<file path="config.mk">
export PLATFORM = sky130hd
export DESIGN_NAME = cfg_guard_top
export DESIGN_NICKNAME = d
export VERILOG_FILES = /design/src/rtl/cfg_guard_pkg.sv /design/src/rtl/cfg_guard_decode.sv /design/src/rtl/cfg_guard_lock.sv /design/src/rtl/cfg_guard_bank.sv /design/src/rtl/cfg_guard_top.sv
export SDC_FILE = /design/constraint.sdc
export NUM_CORES = 1
export LEC_CHECK = 0
export BUFFER_PORTS_ARGS = -buffer_cell sky130_fd_sc_hd__buf_4
export CAP_MARGIN = 20
export CORE_MARGIN = 2
export CORE_UTILIZATION = 55
export CTS_CLUSTER_DIAMETER = 100
export DETAILED_ROUTE_END_ITERATION = 10
export GPL_ROUTABILITY_DRIVEN = 0
export PLACE_DENSITY_LB_ADDON = 0.05
export SYNTH_ARGS = -nofsm -noshare
export SYNTH_HDL_FRONTEND = slang
export SYNTH_SLANG_ARGS = --single-unit
</file>
<file path="constraint.sdc">
create_clock -name clk -period 2.9 [get_ports clk]
set_clock_uncertainty 0.2 [all_clocks]
set_input_delay 0.145 -clock clk [delete_from_list [all_inputs] [get_ports clk]]
set_output_delay 0.145 -clock clk [all_outputs]
set_load 0.005 [all_outputs]
</file>
<file path="src/rtl/cfg_guard_pkg.sv">
package cfg_guard_pkg;

  localparam int DATA_W  = 8;
  localparam int ADDR_W  = 4;
  localparam int NUM_CFG = 6;
  localparam int CFG_W   = NUM_CFG * DATA_W;

  typedef logic [DATA_W-1:0] byte_t;
  typedef logic [ADDR_W-1:0] addr_t;

  localparam addr_t PROT_ADDR  = addr_t'(7);
  localparam byte_t UNLOCK_KEY = byte_t'(8'h26);

  typedef enum logic [1:0] {
    ACC_NONE = 2'd0,
    ACC_CFG  = 2'd1,
    ACC_PROT = 2'd2
  } acc_kind_e;

  // address k in [0, NUM_CFG) selects configuration register k
  function automatic logic is_cfg_addr(addr_t a);
    return int'(a) < NUM_CFG;
  endfunction

  function automatic acc_kind_e classify(addr_t a);
    if (is_cfg_addr(a))  return ACC_CFG;
    if (a == PROT_ADDR)  return ACC_PROT;
    return ACC_NONE;
  endfunction

  // next lock flag for a write to the protection register
  function automatic logic lock_next(byte_t d);
    return (d == UNLOCK_KEY) ? 1'b0 : 1'b1;
  endfunction

  // read view of the protection register
  function automatic byte_t prot_view(logic flag);
    return {{(DATA_W-1){1'b0}}, flag};
  endfunction

endpackage

</file>
<file path="src/rtl/cfg_guard_decode.sv">
module cfg_guard_decode
  import cfg_guard_pkg::*;
(
  input  addr_t                 addr,
  input  logic                  wr_en,
  output acc_kind_e             kind,
  output logic [NUM_CFG-1:0]    cfg_hit,
  output logic                  prot_wr
);

  always_comb kind = classify(addr);

  for (genvar k = 0; k < NUM_CFG; k++) begin : g_hit
    assign cfg_hit[k] = (addr == addr_t'(k));
  end

  assign prot_wr = wr_en && (kind == ACC_PROT);

endmodule

</file>
<file path="src/rtl/cfg_guard_lock.sv">
module cfg_guard_lock
  import cfg_guard_pkg::*;
(
  input  logic  clk,
  input  logic  rst_n,
  input  logic  prot_wr,
  input  byte_t wdata,
  output logic  lock_q
);

  always_ff @(posedge clk) begin
    if (!rst_n)       lock_q <= 1'b0;
    else if (prot_wr) lock_q <= lock_next(wdata);
  end

endmodule

</file>
<file path="src/rtl/cfg_guard_bank.sv">
module cfg_guard_bank
  import cfg_guard_pkg::*;
#(
  parameter logic [CFG_W-1:0] RST_VALS = '0
)(
  input  logic               clk,
  input  logic               rst_n,
  input  logic [NUM_CFG-1:0] wr_sel,
  input  byte_t              wdata,
  output logic [CFG_W-1:0]   cfg_q
);

  for (genvar k = 0; k < NUM_CFG; k++) begin : g_reg
    localparam byte_t RV = RST_VALS[k*DATA_W +: DATA_W];
    byte_t q;
    always_ff @(posedge clk) begin
      if (!rst_n)         q <= RV;
      else if (wr_sel[k]) q <= wdata;
    end
    assign cfg_q[k*DATA_W +: DATA_W] = q;
  end

endmodule

</file>
<file path="src/rtl/cfg_guard_top.sv">
module cfg_guard_top
  import cfg_guard_pkg::*;
#(
  parameter logic [CFG_W-1:0] RST_VALS = 48'h0F_10_41_80_01_00
)(
  input  logic             clk,
  input  logic             rst_n,
  input  logic [3:0]       addr,
  input  logic             wr_en,
  input  logic [7:0]       wdata,
  output logic [7:0]       rdata,
  output logic [47:0]      cfg_q,
  output logic             prot_active,
  output logic             write_blocked
);

  acc_kind_e          kind;
  logic [NUM_CFG-1:0] cfg_hit;
  logic               prot_wr;
  logic               lock_q;

  // named internal events, observed by the checker
  logic               cfg_wr_req;
  logic               cfg_wr_accept;
  logic               cfg_wr_reject;
  logic [NUM_CFG-1:0] cfg_wr_sel;

  cfg_guard_decode u_dec (
    .addr    (addr),
    .wr_en   (wr_en),
    .kind    (kind),
    .cfg_hit (cfg_hit),
    .prot_wr (prot_wr)
  );

  cfg_guard_lock u_lock (
    .clk     (clk),
    .rst_n   (rst_n),
    .prot_wr (prot_wr),
    .wdata   (wdata),
    .lock_q  (lock_q)
  );

  assign cfg_wr_req    = wr_en && (kind == ACC_CFG);
  assign cfg_wr_accept = cfg_wr_req && !lock_q;
  assign cfg_wr_reject = cfg_wr_req && lock_q;
  assign cfg_wr_sel    = cfg_wr_accept ? cfg_hit : '0;

  cfg_guard_bank #(.RST_VALS(RST_VALS)) u_bank (
    .clk    (clk),
    .rst_n  (rst_n),
    .wr_sel (cfg_wr_sel),
    .wdata  (wdata),
    .cfg_q  (cfg_q)
  );

  always_ff @(posedge clk) begin
    if (!rst_n) write_blocked <= 1'b0;
    else        write_blocked <= cfg_wr_reject;
  end

  always_comb begin
    rdata = '0;
    unique case (kind)
      ACC_CFG:  rdata = cfg_q[int'(addr)*DATA_W +: DATA_W];
      ACC_PROT: rdata = prot_view(lock_q);
      default:  rdata = '0;
    endcase
  end

  assign prot_active = lock_q;

endmodule

</file>
* Yosys cells after proc, flatten, opt, wreduce, memory -nomap -nowiden
Index checks and enable logic that the tools add are counted.
** Operators by class
- Order comparisons :: 1
- Eq/ne operators :: 9
- Shift operators :: 1
- Multiplexer cells :: 10
- Reductions and logical operators :: 6
** Operators with widths (number)
- $shiftx 48x8->8 :: 1
- $pmux 8 s2 :: 1
- $eq 4x3->1 const B :: 3
- $eq 4x2->1 const B :: 2
- $eq 8x6->1 const B :: 1
- $mux 2 :: 4
- $mux 6 :: 1
- $eq 4x1->1 const B :: 1
- $logic_and 1x1->1 :: 4
- $logic_not 4->1 :: 1
- $lt 4x3->1 const B :: 1
- $mux 1 :: 4
- $eq 2x1->1 const B :: 1
- $eq 2x2->1 const B :: 1
- $logic_not 1->1 :: 1
** Storage, ports and cells
- Flip-flop bits (word level) :: 50
- Input port bits :: 15
- Output and inout port bits :: 58
- Logic and storage cells :: 35

* Longest topological paths before layout
- Depth after elaboration :: 9
- Gate-level depth with buffers :: 6
- Gate-level depth less buffers :: 3

* Modules after synthesis
From an unflattened synthesis, not the netlist that was laid out.
** Second synthesis, totals
- Cell total of the unflattened synthesis :: 244
- Area, all modules :: 2501.1 um2
** Modules (own cells, without submodules)
- cfg_guard_bank :: times used 1, cells each 155, area each 1791.7 um2, sequential area each 960.9 um2
- cfg_guard_top :: times used 1, cells each 71, area each 578.1 um2, sequential area each 20.0 um2
- cfg_guard_decode :: times used 1, cells each 13, area each 75.1 um2, sequential area each 0.0 um2
- cfg_guard_lock :: times used 1, cells each 5, area each 56.3 um2, sequential area each 20.0 um2

* Worst setup path after synthesis
Ideal clock, no wire load.
- Path kind :: input to output
- Start :: input port addr[0]
- End :: output port rdata[1]
- Arrival time :: 1086 ps
- Data required time :: 2555 ps
- Path slack :: 1469 ps
- Cell stages on the path :: 5
- Buffers on the path :: 2
- Path through :: buf_2 -> or3_1 -> clkbuf_1 -> o22a_1 -> o21ai_0
** On the way
- Word-level cells in the longest chain between the ends :: 7
** RTL lines
- from (decl) :: line cfg_guard_top.sv:8 : input logic [3:0] addr,
- $eq 4x3->1 :: line cfg_guard_pkg.sv:27 : if (a == PROT_ADDR) return ACC_PROT;
- $mux 1 (2 in a row) :: line cfg_guard_pkg.sv:27
- $mux 2 :: line cfg_guard_pkg.sv:28 : return ACC_NONE;
- $mux 2 :: line cfg_guard_pkg.sv:27
- $eq 2x2->1 / $eq 2x1->1 (equally long branches) :: line cfg_guard_top.sv:64 : unique case (kind)
- $pmux 8 s2 (*) :: line cfg_guard_top.sv:64
- to (decl) :: line cfg_guard_top.sv:11 : output logic [7:0] rdata,
Mark *: on every way between the ends. The rest lies on a longest branch, timed or not. The select of a mux whose other input is x is not followed.

* Worst setup path after layout
- Start :: input port addr[2]
- End :: output port rdata[6]
The elaborated chain is that of the path after synthesis.

==> reports/metrics.cfg <==
[sta]
layout_min_cycle_time_ns=2.23
slew_headroom_pct=59.3
fin_setup_tns_ns=0
tightest_slew_ns=0.609
drv_slew=0
fmax_mhz=449
setup_viol=0
finalHoldViolCount=0
fin_crit_sh_pct=76.8
grt_setup_unrepaired=no

[final_layout]
stdcell_count=369
layout_commonest_cell=buf_4
layout-drive-gt1-share_pct=28.5
nNetsFinal=334
final_cell_mix=buf_4 (73), mux2i_1 (61), nand2_1 (52)
fin_util_pct=76.1
num_antenna_cells=0
syn_to_final_growth_pct=30.2
stdcell_area_um2=3110

[global_routing]
grt_pass1_wl_um=9920
grt_max_degree=57
grt_overflow=0
antenna_found_initial=0
grt_pass1_vias=1974
grtUsageTotal_pct=25.6

[drt]
drc=0
wl_um=6240
first_pass_iters=4
drt_iter0_markers=156
ant_nets=0
vias=2115
via_per_inst=5.73
routedWlPerCell_um=16.9

[cts]
cts_tree=yes
cts_buffers=5
clk_pin_slew_ns=0.09
clkSinkCount=50
clock_latency_ns=0.30
cts_root_buf=clkbuf_8
cts_buffer_depth=2
cts_resized=0
ctsHoldBuffers=9
post_cts_buffers=0
htreeDepth=2

[logic_synthesis]
muxShareOfSynthArea_pct=27.0
synth_compound_area_share_pct=8.74
syn_area_per_cell_um2=9.71
synth_top_cell_by_area=dfxtp_1
synthSimpleGateAreaFrac_pct=17.8
synth_warnings=0
syn_area_um2=2390
yosys-top-cells-area=dfxtp_1 (42%), mux2i_1 (26%), nand2_1 (8.2%)
async_reset_ff_share_pct=0
yosysSeqAreaShare_pct=41.9
ys_ff_latch=50
synth_xor_area_share_pct=0
synth.distinct_cells=37
synth_top_area_share_pct=41.9
synth_edf_count=0
synth_flop_cell=dfxtp_1
synth-adder-area-share_pct=0
synthCells=246
synth_fp_nets=261
synth_top_family_by_area=multiplexers

[setup_path]
crit_path_top_delay_cell=dlygate4sd3_1
start_kind=primary input
cp.arrival_ns=1.88
required_ns=2.56
crit_type=in -> out
worstPathMaxFanout=11
cp-end-kind=primary output
path_cells=dlygate4sd3_1 > buf_4 > or3_1 > o22a_1 > o21ai_0 > buf_4
crit_top_cell=buf_4
slowest_delay_ns=0.54

[power_and_ir_drop]
peakVddDrop_v=0.000321
p_leak_nw=1.54
powerDensity_nw_per_um2=437

[placement]
dp_hpwl_um=4160
io_buffer_count=72
placedCellCount=353
dpl_cell_area_um2=2910

[flow_run]
cap_violations=0

[floorplanning]
core_um2=4090
io_pins=73
dieArea_um2=4890
row_count=23
fp.dieH_um=69.9
die_w_um=69.9
initial_core_util_pct=58.5

[worst_hold_path]
min_path_type=in -> reg

[outcome]
status=finished clean

[final cells by class]
class	instances	area, um2
repair buffers	82	638
flip-flops and latches	50	1000
clock inverters	1	30.0
fillers	325	975
well taps	50	62.6
clock buffers	6	82.6
inverters	5	18.8
multi-input cells	175	1280
[report_power, final]
part | internal (mW) | leakage, nW | total, mW | switching, mW
registers | 0.696 | 0.404 | 0.704 | 0.00813
clock network | 0.276 | 0.0573 | 0.507 | 0.231
logic | 0.0681 | 1.08 | 0.150 | 0.0819
total | 1.04 | 1.54 | 1.36 | 0.321
[registers in the layout, indices dropped and copies added (netlist names)]
register / count
write_blocked: 1
u_lock.lock_q: 1
u_bank.g.q: 48
[final timing paths]
kind	start	to	slack, ns	cells after the start
setup / recovery	addr[2]	rdata[6]	0.67	6
hold / removal	wdata[5]	u_bank.g_reg[0].q[5]	0.06	3
setup reg to reg	u_lock.lock_q	u_bank.g_reg[3].q[1]	1.28	3
hold reg to reg	u_bank.g_reg[0].q[5]	u_bank.g_reg[0].q[5]	0.28	2
[Yosys cell counts, types with 2 or more instances]
cell      number
a21boi_0       2
a311o_1        2
buf_2          4
buf_6          3
clkbuf_1       7
dfxtp_1       50
inv_1          5
mux2i_1       61
nand2_1       52
nand2_2        2
nand2_4        2
nand2b_1       2
nand3_1        8
nor2_1         5
nor2_2         2
nor2b_1        2
o211ai_1       4
o21ai_0        8
o22a_1         7
[logic make-up after synthesis]
kind of cell           after synthesis
AND/OR/NAND/NOR                     84
AO/OA/AOI/OAI                       28
multiplexers                        63
buffers and inverters               21
flip-flops                          50
[critical path: cells and delay by family]
family	cells	cell delay, ns
buf+inv	3	0.87
simple gates	1	0.52
compound gates	2	0.35
[metal layers]
metal / vias to the layer above / GRT usage, % / part of all wire (%)
met2: 61 / 42.1 / 49
met4: 0 / 8.55 / 1.2
met5: - / 0 / 0
met3: 7 / 5.19 / 5.0
met1: 1035 / 33.6 / 45
li1: 1012 / - / -
[metrics by stage]
stage | hold slack [ns] | setup slack, ns | total power [mW]
6_report | 0.0645 | 0.674 | 1.36
5_1_grt | 0.0854 | 0.605 | 1.40
4_1_cts | 0.0624 | 0.698 | 1.36
3_5_place_dp | 0.216 | 1.16 | 0.859
3_3_place_gp | 0.220 | 1.16 | 0.858
2_1_floorplan | 0.0928 | 1.47 | 0.803
(Power assumes the default switching activity.)
